--- src/rtl/dma_ring_pkg.sv ---
`timescale 1ns/1ps
package dma_ring_pkg;
  typedef enum logic [1:0] {
    BUF_EMPTY = 2'd0,
    BUF_FILL  = 2'd1,
    BUF_FULL  = 2'd2,
    BUF_DRAIN = 2'd3
  } buf_state_e;
endpackage

--- src/rtl/dma_beat_counter.sv ---
`timescale 1ns/1ps
module dma_beat_counter #(
  parameter int BUF_BYTES = 16,
  localparam int CW = $clog2(BUF_BYTES + 1)
) (
  input  logic          clk_i,
  input  logic          rst_ni,
  input  logic          beat_i,
  output logic [CW-1:0] cnt_o,
  output logic          wrap_o
);
  localparam logic [CW-1:0] LAST = CW'(BUF_BYTES - 1);

  logic [CW-1:0] cnt_q;

  assign wrap_o = beat_i && (cnt_q == LAST);
  assign cnt_o  = cnt_q;

  always_ff @(posedge clk_i or negedge rst_ni) begin
    if (!rst_ni)      cnt_q <= '0;
    else if (wrap_o)  cnt_q <= '0;
    else if (beat_i)  cnt_q <= cnt_q + 1'b1;
  end

  assert_cnt_in_buf_R5: assert property (@(posedge clk_i) disable iff (!rst_ni)
    cnt_q <= LAST);
endmodule

--- src/rtl/dma_ring_tracker.sv ---
`timescale 1ns/1ps
module dma_ring_tracker
  import dma_ring_pkg::*;
#(
  parameter int NBUF = 4,
  localparam int PW = (NBUF > 1) ? $clog2(NBUF) : 1
) (
  input  logic clk_i,
  input  logic rst_ni,
  input  logic prod_req_i,
  input  logic cons_req_i,
  input  logic prod_wrap_i,
  input  logic cons_wrap_i,
  output logic prod_acc_o,
  output logic cons_acc_o,
  output logic any_free_o,
  output logic any_ready_o
);
  localparam logic [PW-1:0] PTR_LAST = PW'(NBUF - 1);

  buf_state_e      st_q [NBUF];
  logic [NBUF-1:0] writable, readable;
  logic [PW-1:0]   prod_ptr_q, cons_ptr_q;

  for (genvar b = 0; b < NBUF; b++) begin : g_buf
    assign writable[b] = (st_q[b] == BUF_EMPTY) || (st_q[b] == BUF_FILL);
    assign readable[b] = (st_q[b] == BUF_FULL)  || (st_q[b] == BUF_DRAIN);

    always_ff @(posedge clk_i or negedge rst_ni) begin
      if (!rst_ni)
        st_q[b] <= BUF_EMPTY;
      else if (prod_acc_o && prod_ptr_q == PW'(b))
        st_q[b] <= prod_wrap_i ? BUF_FULL : BUF_FILL;
      else if (cons_acc_o && cons_ptr_q == PW'(b))
        st_q[b] <= cons_wrap_i ? BUF_EMPTY : BUF_DRAIN;
    end
  end

  // Ring order keeps the pointed buffer representative of the whole ring.
  assign prod_acc_o  = prod_req_i && writable[prod_ptr_q];
  assign cons_acc_o  = cons_req_i && readable[cons_ptr_q];
  assign any_free_o  = |writable;
  assign any_ready_o = |readable;

  always_ff @(posedge clk_i or negedge rst_ni) begin
    if (!rst_ni) begin
      prod_ptr_q <= '0;
      cons_ptr_q <= '0;
    end else begin
      if (prod_wrap_i) prod_ptr_q <= (prod_ptr_q == PTR_LAST) ? '0 : prod_ptr_q + 1'b1;
      if (cons_wrap_i) cons_ptr_q <= (cons_ptr_q == PTR_LAST) ? '0 : cons_ptr_q + 1'b1;
    end
  end

  assert_disjoint_bufs_R1: assert property (@(posedge clk_i) disable iff (!rst_ni)
    (prod_acc_o && cons_acc_o) |-> (prod_ptr_q != cons_ptr_q));
  assert_full_ring_ptrs_R2: assert property (@(posedge clk_i) disable iff (!rst_ni)
    !any_free_o |-> (prod_ptr_q == cons_ptr_q));
  assert_empty_ring_ptrs_R3: assert property (@(posedge clk_i) disable iff (!rst_ni)
    !any_ready_o |-> (prod_ptr_q == cons_ptr_q));
endmodule

--- src/rtl/dma_flag_pipe.sv ---
`timescale 1ns/1ps
module dma_flag_pipe #(
  parameter int W   = 3,
  parameter int DLY = 2,
  parameter logic [W-1:0] RST_VAL = '0
) (
  input  logic         clk_i,
  input  logic         rst_ni,
  input  logic [W-1:0] d_i,
  output logic [W-1:0] q_o
);
  logic [W-1:0] stg_q [DLY];

  for (genvar s = 0; s < DLY; s++) begin : g_stg
    if (s == 0) begin : g_first
      always_ff @(posedge clk_i or negedge rst_ni)
        if (!rst_ni) stg_q[s] <= RST_VAL;
        else         stg_q[s] <= d_i;
    end else begin : g_next
      always_ff @(posedge clk_i or negedge rst_ni)
        if (!rst_ni) stg_q[s] <= RST_VAL;
        else         stg_q[s] <= stg_q[s-1];
    end
  end

  assign q_o = stg_q[DLY-1];
endmodule

--- src/rtl/dma_ring_flags.sv ---
`timescale 1ns/1ps
module dma_ring_flags #(
  parameter int NBUF      = 4,
  parameter int PKT_BYTES = 8,
  parameter int BUF_PKTS  = 2,
  parameter int FLAG_DLY  = 2,
  parameter int SW_CYC    = 2,
  localparam int BUF_BYTES = PKT_BYTES * BUF_PKTS,
  localparam int CW  = $clog2(BUF_BYTES + 1),
  localparam int SWW = $clog2(SW_CYC + 1)
) (
  input  logic          clk_i,
  input  logic          rst_ni,
  input  logic          dir_i,
  input  logic          rdy_pol_i,
  input  logic          wm_pol_i,
  input  logic [CW-1:0] wm_level_i,
  input  logic          ext_beat_i,
  input  logic          int_beat_i,
  output logic          stall_o,
  output logic          wm_o,
  output logic          wm_valid_o,
  output logic          ovf_o
);
  logic prod_req, cons_req, prod_acc, cons_acc, prod_wrap, cons_wrap;
  logic any_free, any_ready;
  logic [CW-1:0] fill_cnt, drain_cnt;

  // dir_i=0: external produces; dir_i=1: external consumes
  assign prod_req = dir_i ? int_beat_i : ext_beat_i;
  assign cons_req = dir_i ? ext_beat_i : int_beat_i;

  dma_ring_tracker #(.NBUF(NBUF)) u_ring (
    .clk_i, .rst_ni,
    .prod_req_i (prod_req),
    .cons_req_i (cons_req),
    .prod_wrap_i(prod_wrap),
    .cons_wrap_i(cons_wrap),
    .prod_acc_o (prod_acc),
    .cons_acc_o (cons_acc),
    .any_free_o (any_free),
    .any_ready_o(any_ready)
  );

  dma_beat_counter #(.BUF_BYTES(BUF_BYTES)) u_fill (
    .clk_i, .rst_ni, .beat_i(prod_acc), .cnt_o(fill_cnt), .wrap_o(prod_wrap)
  );

  dma_beat_counter #(.BUF_BYTES(BUF_BYTES)) u_drain (
    .clk_i, .rst_ni, .beat_i(cons_acc), .cnt_o(drain_cnt), .wrap_o(cons_wrap)
  );

  logic ext_wrap, stall_raw, wm_cmp, wm_raw, wm_valid_raw;
  logic [CW-1:0]  left_cnt;
  logic [SWW-1:0] sw_q;
  logic           ovf_q;

  assign ext_wrap  = dir_i ? cons_wrap : prod_wrap;
  assign stall_raw = dir_i ? !any_ready : !any_free;
  assign left_cnt  = CW'(BUF_BYTES) - drain_cnt;
  assign wm_cmp    = dir_i ? (left_cnt <= wm_level_i) : (fill_cnt >= wm_level_i);

  // switch-over window: watermark undefined, held inactive
  always_ff @(posedge clk_i or negedge rst_ni) begin
    if (!rst_ni)          sw_q <= '0;
    else if (ext_wrap)    sw_q <= SWW'(SW_CYC);
    else if (sw_q != '0)  sw_q <= sw_q - 1'b1;
  end

  assign wm_valid_raw = (sw_q == '0);
  assign wm_raw       = wm_valid_raw && wm_cmp;

  always_ff @(posedge clk_i or negedge rst_ni) begin
    if (!rst_ni)                                  ovf_q <= 1'b0;
    else if (!dir_i && ext_beat_i && !any_free)   ovf_q <= 1'b1;
  end

  logic stall_d, wm_d, wm_valid_d;

  dma_flag_pipe #(.W(3), .DLY(FLAG_DLY), .RST_VAL(3'b100)) u_pipe (
    .clk_i, .rst_ni,
    .d_i({stall_raw, wm_raw, wm_valid_raw}),
    .q_o({stall_d, wm_d, wm_valid_d})
  );

  assign stall_o    = stall_d ^ ~rdy_pol_i;
  assign wm_o       = wm_d ^ ~wm_pol_i;
  assign wm_valid_o = wm_valid_d;
  assign ovf_o      = ovf_q;

  assert_no_early_stall_rise_R8: assert property (@(posedge clk_i) disable iff (!rst_ni)
    $rose(stall_raw) |=> !stall_d);
  assert_no_early_stall_fall_R8: assert property (@(posedge clk_i) disable iff (!rst_ni)
    $fell(stall_raw) |=> stall_d);
  assert_switch_drops_valid_R7: assert property (@(posedge clk_i) disable iff (!rst_ni)
    ext_wrap |=> !wm_valid_raw);
  assert_wm_inactive_when_invalid_R7: assert property (@(posedge clk_i) disable iff (!rst_ni)
    !wm_valid_o |-> (wm_o == !wm_pol_i));
  assert_drop_sets_ovf_R4: assert property (@(posedge clk_i) disable iff (!rst_ni)
    (!dir_i && ext_beat_i && stall_raw) |=> ovf_o);
  assert_ovf_sticky_R4: assert property (@(posedge clk_i) disable iff (!rst_ni)
    ovf_o |=> ovf_o);
endmodule

--- config.mk ---
export PLATFORM = sky130hd
export DESIGN_NAME = dma_ring_flags
export DESIGN_NICKNAME = d
export VERILOG_FILES = /design/src/rtl/dma_ring_pkg.sv /design/src/rtl/dma_beat_counter.sv /design/src/rtl/dma_ring_tracker.sv /design/src/rtl/dma_flag_pipe.sv /design/src/rtl/dma_ring_flags.sv
export SDC_FILE = /design/constraint.sdc
export NUM_CORES = 1
export LEC_CHECK = 0
export CORE_UTILIZATION = 45
export DETAILED_ROUTE_END_ITERATION = 12
export PLACE_DENSITY = 0.65
export SLEW_MARGIN = 10
export SYNTH_ARGS = -nofsm -noshare
export SYNTH_HDL_FRONTEND = slang
export SYNTH_SLANG_ARGS = --single-unit
--- constraint.sdc ---
create_clock -name clk_i -period 5.2 [get_ports clk_i]
set_clock_uncertainty 0.2 [all_clocks]
set_input_delay 1.04 -clock clk_i [delete_from_list [all_inputs] [get_ports clk_i]]
set_output_delay 1.04 -clock clk_i [all_outputs]
set_load 0.02 [all_outputs]
== Yosys cells after proc, flatten, opt, wreduce, memory -nomap -nowiden ==
Cells that the tools add are included.

* Memories kept: 0
* Input bits: 12
* Bits in writable memories: 0
* Word-level logic and storage cells: 116
* Bits in latches: 0
* Memory bits (read-only): 0
* Register bits after elaboration: 31

* Add/subtract/negate cells: 6
* Multiplexer cells: 27
* Shifts and indexed selects: 0
* Multiply operators: 0
* Equality and inequality tests: 20
* Div/mod/pow operators: 0
* Reductions and logical operators: 43
* Magnitude comparators: 4
* Bitwise logic cells: 4

{| class="wikitable"
|+ Operators with widths
! cell !! number
|-
| $mux 2 || 14
|-
| $eq 2x2->1 const B || 12
|-
| $mux 5 || 4
|-
| $reduce_bool 2->1 || 8
|-
| $logic_and 1x1->1 || 15
|-
| $logic_not 2->1 || 7
|-
| $eq 2x1->1 const B || 6
|-
| $add 5x1->5 const B || 2
|-
| $eq 5x4->1 const B || 2
|-
| $logic_or 1x1->1 || 8
|-
| $reduce_or 4->1 || 2
|-
| $mux 1 || 7
|-
| $lt 2x3->1 const B || 2
|-
| $ge 5x5->1 || 1
|-
| $le 5x5->1 || 1
|-
| $sub 5x5->5 const A || 1
|-
| $add 2x1->2 const B || 2
|-
| $bmux 1 s2 || 2
|-
| $logic_not 1->1 || 3
|-
| $not 1->1 || 2
|-
| $sub 2x1->2 const B || 1
|-
| $xor 1x1->1 || 2
|}

== Logic depth before layout (Yosys ltp) ==
* Depth in word-level cells: 9
* Mapped depth: 9
* Depth with buffers taken out: 9

== Modules after synthesis ==
From an unflattened synthesis, not the netlist that was laid out.

* Cell total of the unflattened synthesis: 188
* Area total of the unflattened synthesis: 1854.3 um^2

{| class="wikitable"
|+ Modules (own cells, without submodules)
! module !! sequential area each (um^2) !! area each (um^2) !! times used !! cells each
|-
| dma_ring_tracker || 200.2 || 711.9 || 1 || 76
|-
| dma_ring_flags || 75.1 || 494.2 || 1 || 59
|-
| dma_beat_counter || 125.1 || 236.5 || 2 || 22
|-
| dma_flag_pipe || 152.6 || 175.2 || 1 || 9
|}

== Worst setup path after synthesis ==
OpenSTA, ideal clock, no wires.

* Path type: in2out
* Start point: input rdy_pol_i
* End point: output stall_o
* Stages: 1
* Data required time: 3.960 ns
* Path buffers: 0
* Path slack: 2.538 ns
* Arrival: 1.422 ns
* Cells stage by stage: xnor2_1

* Longest elaborated chain between the ends: 2

{| class="wikitable"
|+ RTL lines
! what !! line !! text
|-
| start: declaration || dma_ring_flags.sv:15 || <nowiki>input logic rdy_pol_i,</nowiki>
|-
| $not 1->1 || dma_ring_flags.sv:86 || <nowiki>assign stall_o = stall_d ^ ~rdy_pol_i;</nowiki>
|-
| $xor 1x1->1 || dma_ring_flags.sv:86 ||
|-
| end: declaration || dma_ring_flags.sv:20 || <nowiki>output logic stall_o,</nowiki>
|}

No other way between the ends.

== Final worst setup path ==
* Start point: input wm_pol_i
* End point: output wm_o

* Longest elaborated chain between the ends: 2

{| class="wikitable"
|+ RTL lines
! what !! line !! text
|-
| start: declaration || dma_ring_flags.sv:16 || <nowiki>input logic wm_pol_i,</nowiki>
|-
| $not 1->1 || dma_ring_flags.sv:87 || <nowiki>assign wm_o = wm_d ^ ~wm_pol_i;</nowiki>
|-
| $xor 1x1->1 || dma_ring_flags.sv:87 ||
|-
| end: declaration || dma_ring_flags.sv:21 || <nowiki>output logic wm_o,</nowiki>
|}

No other way between the ends.

==> results.yml <==
route:
  via_per_inst: 5.567
  vias: 1247
  top_layer: "met4"
  dr_wl_met2_mm: 1.520
  firstDrtPassIters: 4
  initialDrtViolationCount: 72
  ant_nets: 0
  met3_length_um: 105
  drcViolationCount: 0
  m1WireLength_mm: 1.498
  routedWlPerCell_um: 14.04
  wl_mm: 3.144
setup_path:
  timing.setup.critical_path_class: "primary input to output pin"
  critPathLaunchType: "primary input"
  reg2reg_to: "u_pipe.stg_q[4]$_DFF_PN0_"
  critPathMaxStageDelay_ns: 0.62
  crit_fanout: 1
  cpMaxStageDelayCell: "clkdlybuf4s50_1"
  arrival_ns: 2.25
  crit_top_cell: "clkdlybuf4s50_1"
  cp-startpoint: "wm_pol_i"
  crit_end: "wm_o"
  crit_required_ns: 3.96
  r2r_slack_ns: 2.99
  ff2ff_path_depth: 9
  worst_setup_path_end_kind: "output pin"
  timing.rr.start: "u_drain.cnt_o[0]$_DFFE_PN0P_"
  path_cells: "clkdlybuf4s50_1 -> xnor2_1 -> clkdlybuf4s50_1"
power_and_ir_drop:
  p_total_mw: 0.9574
  power_density_nw_per_um2: 494.0
  peakVddDrop_mv: 0.2693
  cellLeakagePower_nw: 0.8851
yosys:
  synth_area_sq_um: 1699
  syn_area_per_cell_sq_um: 10.42
  synth_fp_nets: 198
  synth_edf_count: 0
  ys_warn_count: 0
  synth_mux_area_share_pct: 7.216
  synthFlopType: "dfrtp_1"
  synth_top_family_by_area: "adder cells"
  ys_seq_elements: 27
  synthXorXnorAreaFrac_pct: 3.608
  synth_adder_area_share_pct: 16.94
  synth-async-reset-ratio_pct: 100.0
  synth_seq_area_share_pct: 39.91
  yosys.area_share.simple_pct: 13.92
  synth_compound_area_share_pct: 13.77
  synthDistinctLibCells: 44
  netlist_instances: 163
cts:
  root_buffer: "clkbuf_8"
  cts_max_level: 1
  cts_sinks: 27
  cts_tree: "built"
  cts_hold_buf: 0
  clk_latency_ns: 0.27
  cts_resized: 0
  cts_setup_buffers: 0
  cts_max_path_buffers: 2
  cts.clk_slew.worst_paths_ns: 0.09
  numCtsBuffers: 3
sta:
  final_hold_viol_count: 0
  slew_headroom_pct: 67.62
  worst_pin_slew_ns: 0.4846
  slew_violations: 0
  period_share_pct: 67.07
  fmax_mhz: 286.7
  fin_ws_ns: 1.712
  final.min_clock_period_ns: 3.488
  final.setup.tns_ns: 0
  rsz0062_at_grt: "false"
  setup_viol: 0
global_routing:
  grt_pass1_vias: 1256
  antenna_found_initial: 0
  grt_start_max_net_pins: 28
  track_usage_pct: 17.81
  grt_pass1_wl_mm: 5.671
  grt_overflow: 0
finish:
  syn2layout_area_growth_pct: 14.06
  fin_util_pct: 55.88
  fin_nets: 214
  drive_gt1_share_pct: 8.989
  fin_cells: 224
  n_antenna_cell: 0
  fillers: 309
placed_design:
  gp_congestion: 0.7861
  io_buffers: 15
  pre_cts_slack_ns: 1.700
  place_inst: 220
  dp_hpwl_mm: 2.367
floorplanning:
  rows: 21
  ios: 16
  die_h_um: 63.45
  die_w_um: 63.45
  start_util_pct: 48.99
  core_area_sq_um: 3468
  die_area_sq_um: 4025
outcome:
  status: "finished clean"
min_path:
  holdCritPathClass: "flip-flop to flip-flop"
job:
  maxCapViolCount: 0
==> placed cells by master (no fill, tap or decap), drive strengths merged, types with 2 or more instances in the layout <==
cell type | netlist | layout
nand3 | 7 | 7
o21a | 2 | 2
a211oi | 2 | 2
inv | 15 | 15
nor3b | 4 | 4
a21o | 2 | 2
a221oi | 2 | 2
xnor2 | 7 | 7
mux2 | 6 | 6
dfstp | 2 | 2
a21oi | 4 | 4
nor2 | 4 | 4
nand2 | 15 | 15
clkdlybuf4s50 | 0 | 15
clkbuf | 2 | 3
o21ai | 10 | 10
a31oi | 3 | 3
nor3 | 3 | 3
mux4 | 2 | 2
o211ai | 2 | 2
ha | 23 | 23
dfrtp | 25 | 25
==> layout make-up <==
cell class | instances | area [sq um] | share of cell area (%)
well taps | 46 | 57.56 | 2.970
clock buffers | 3 | 41.29 | 2.130
repair buffers | 16 | 157.7 | 8.134
flip-flops and latches | 27 | 678.2 | 34.99
multi-input cells | 116 | 942.2 | 48.61
inverters | 15 | 56.30 | 2.905
clock inverters | 1 | 5.005 | 0.2582
==> metrics by stage <==
step	hold slack, ns	cell area [sq um]
2_1_floorplan	0.1312	1699
3_3_place_gp	0.1377	1892
3_5_place_dp	0.1473	1892
4_1_cts	0.1609	1938
5_1_grt	0.1664	1938
6_report	0.1594	1938
==> registers in the layout, indices dropped and copies added (netlist names) <==
register           cells
ovf_o                  1
u_fill.cnt_o           5
u_ring.st_q            4
u_pipe.stg_q           3
u_ring.prod_ptr_q      2
sw_q                   2
u_drain.cnt_o          5
u_pipe.q_o             3
u_ring.cons_ptr_q      2
==> power by group <==
| part | internal, mW | switching (mW) | total (mW) |
|---|---|---|---|
| clock | 0.0537 | 0.0640 | 0.118 |
| combinational | 0.232 | 0.233 | 0.465 |
| sequential | 0.292 | 0.0822 | 0.375 |
| total | 0.578 | 0.379 | 0.957 |
==> worst min-delay path by stage <==
stage | slack (ns) | endpoint | from | cells past startpoint
2_1_floorplan | 0.13 | u_pipe.q_o[0]$_DFF_PN0_ | u_pipe.stg_q[3]$_DFF_PN0_ | 0
3_3_place_gp | 0.14 | u_pipe.q_o[1]$_DFF_PN0_ | u_pipe.stg_q[4]$_DFF_PN0_ | 0
3_5_place_dp | 0.15 | u_pipe.q_o[2]$_DFF_PN1_ | u_pipe.stg_q[5]$_DFF_PN1_ | 0
4_1_cts | 0.16 | u_pipe.q_o[2]$_DFF_PN1_ | u_pipe.stg_q[5]$_DFF_PN1_ | 0
5_1_grt | 0.17 | u_pipe.q_o[2]$_DFF_PN1_ | u_pipe.stg_q[5]$_DFF_PN1_ | 0
6_report | 0.16 | u_pipe.q_o[2]$_DFF_PN1_ | u_pipe.stg_q[5]$_DFF_PN1_ | 0
==> routing by layer <==
metal  global-route usage (%)  vias up
met1                    23.88      600
li1                         -      620
met5                        0        -
met4                    3.977        0
met2                    29.12       25
met3                    3.986        2
==> worst max-delay path, delay by kind of cell <==
kind / cells / cell delay, ns
xor+xnor: 1 / 0.11
buf+inv: 2 / 1.10
==> Yosys cell counts (all sizes together) (2+ instances only) <==
library cell | number | share of area, %
dfrtp | 25 | 37
ha | 23 | 17
inv | 15 | 3.3
nand2 | 15 | 3.3
o21ai | 10 | 2.9
nand3 | 7 | 2.4
xnor2 | 7 | 3.6
mux2 | 6 | 4.0
a21oi | 4 | 1.2
nor2 | 4 | 1.8
nor3b | 4 | 1.8
a31oi | 3 | 1.1
buf | 3 | 0.88
nor3 | 3 | 0.88
a211oi | 2 | 0.88
a21o | 2 | 0.88
a221oi | 2 | 1.0
clkbuf | 2 | 0.44
dfstp | 2 | 3.1
mux4 | 2 | 2.7
o211ai | 2 | 0.88
o21a | 2 | 0.88
==> cells by family after synthesis <==
logic type	Yosys count
xor+xnor	7
flops	27
simple gates	42
buf+inv	20
mux	9
fa+ha+maj	23
compound gates	35
(Power assumes the default switching activity.)
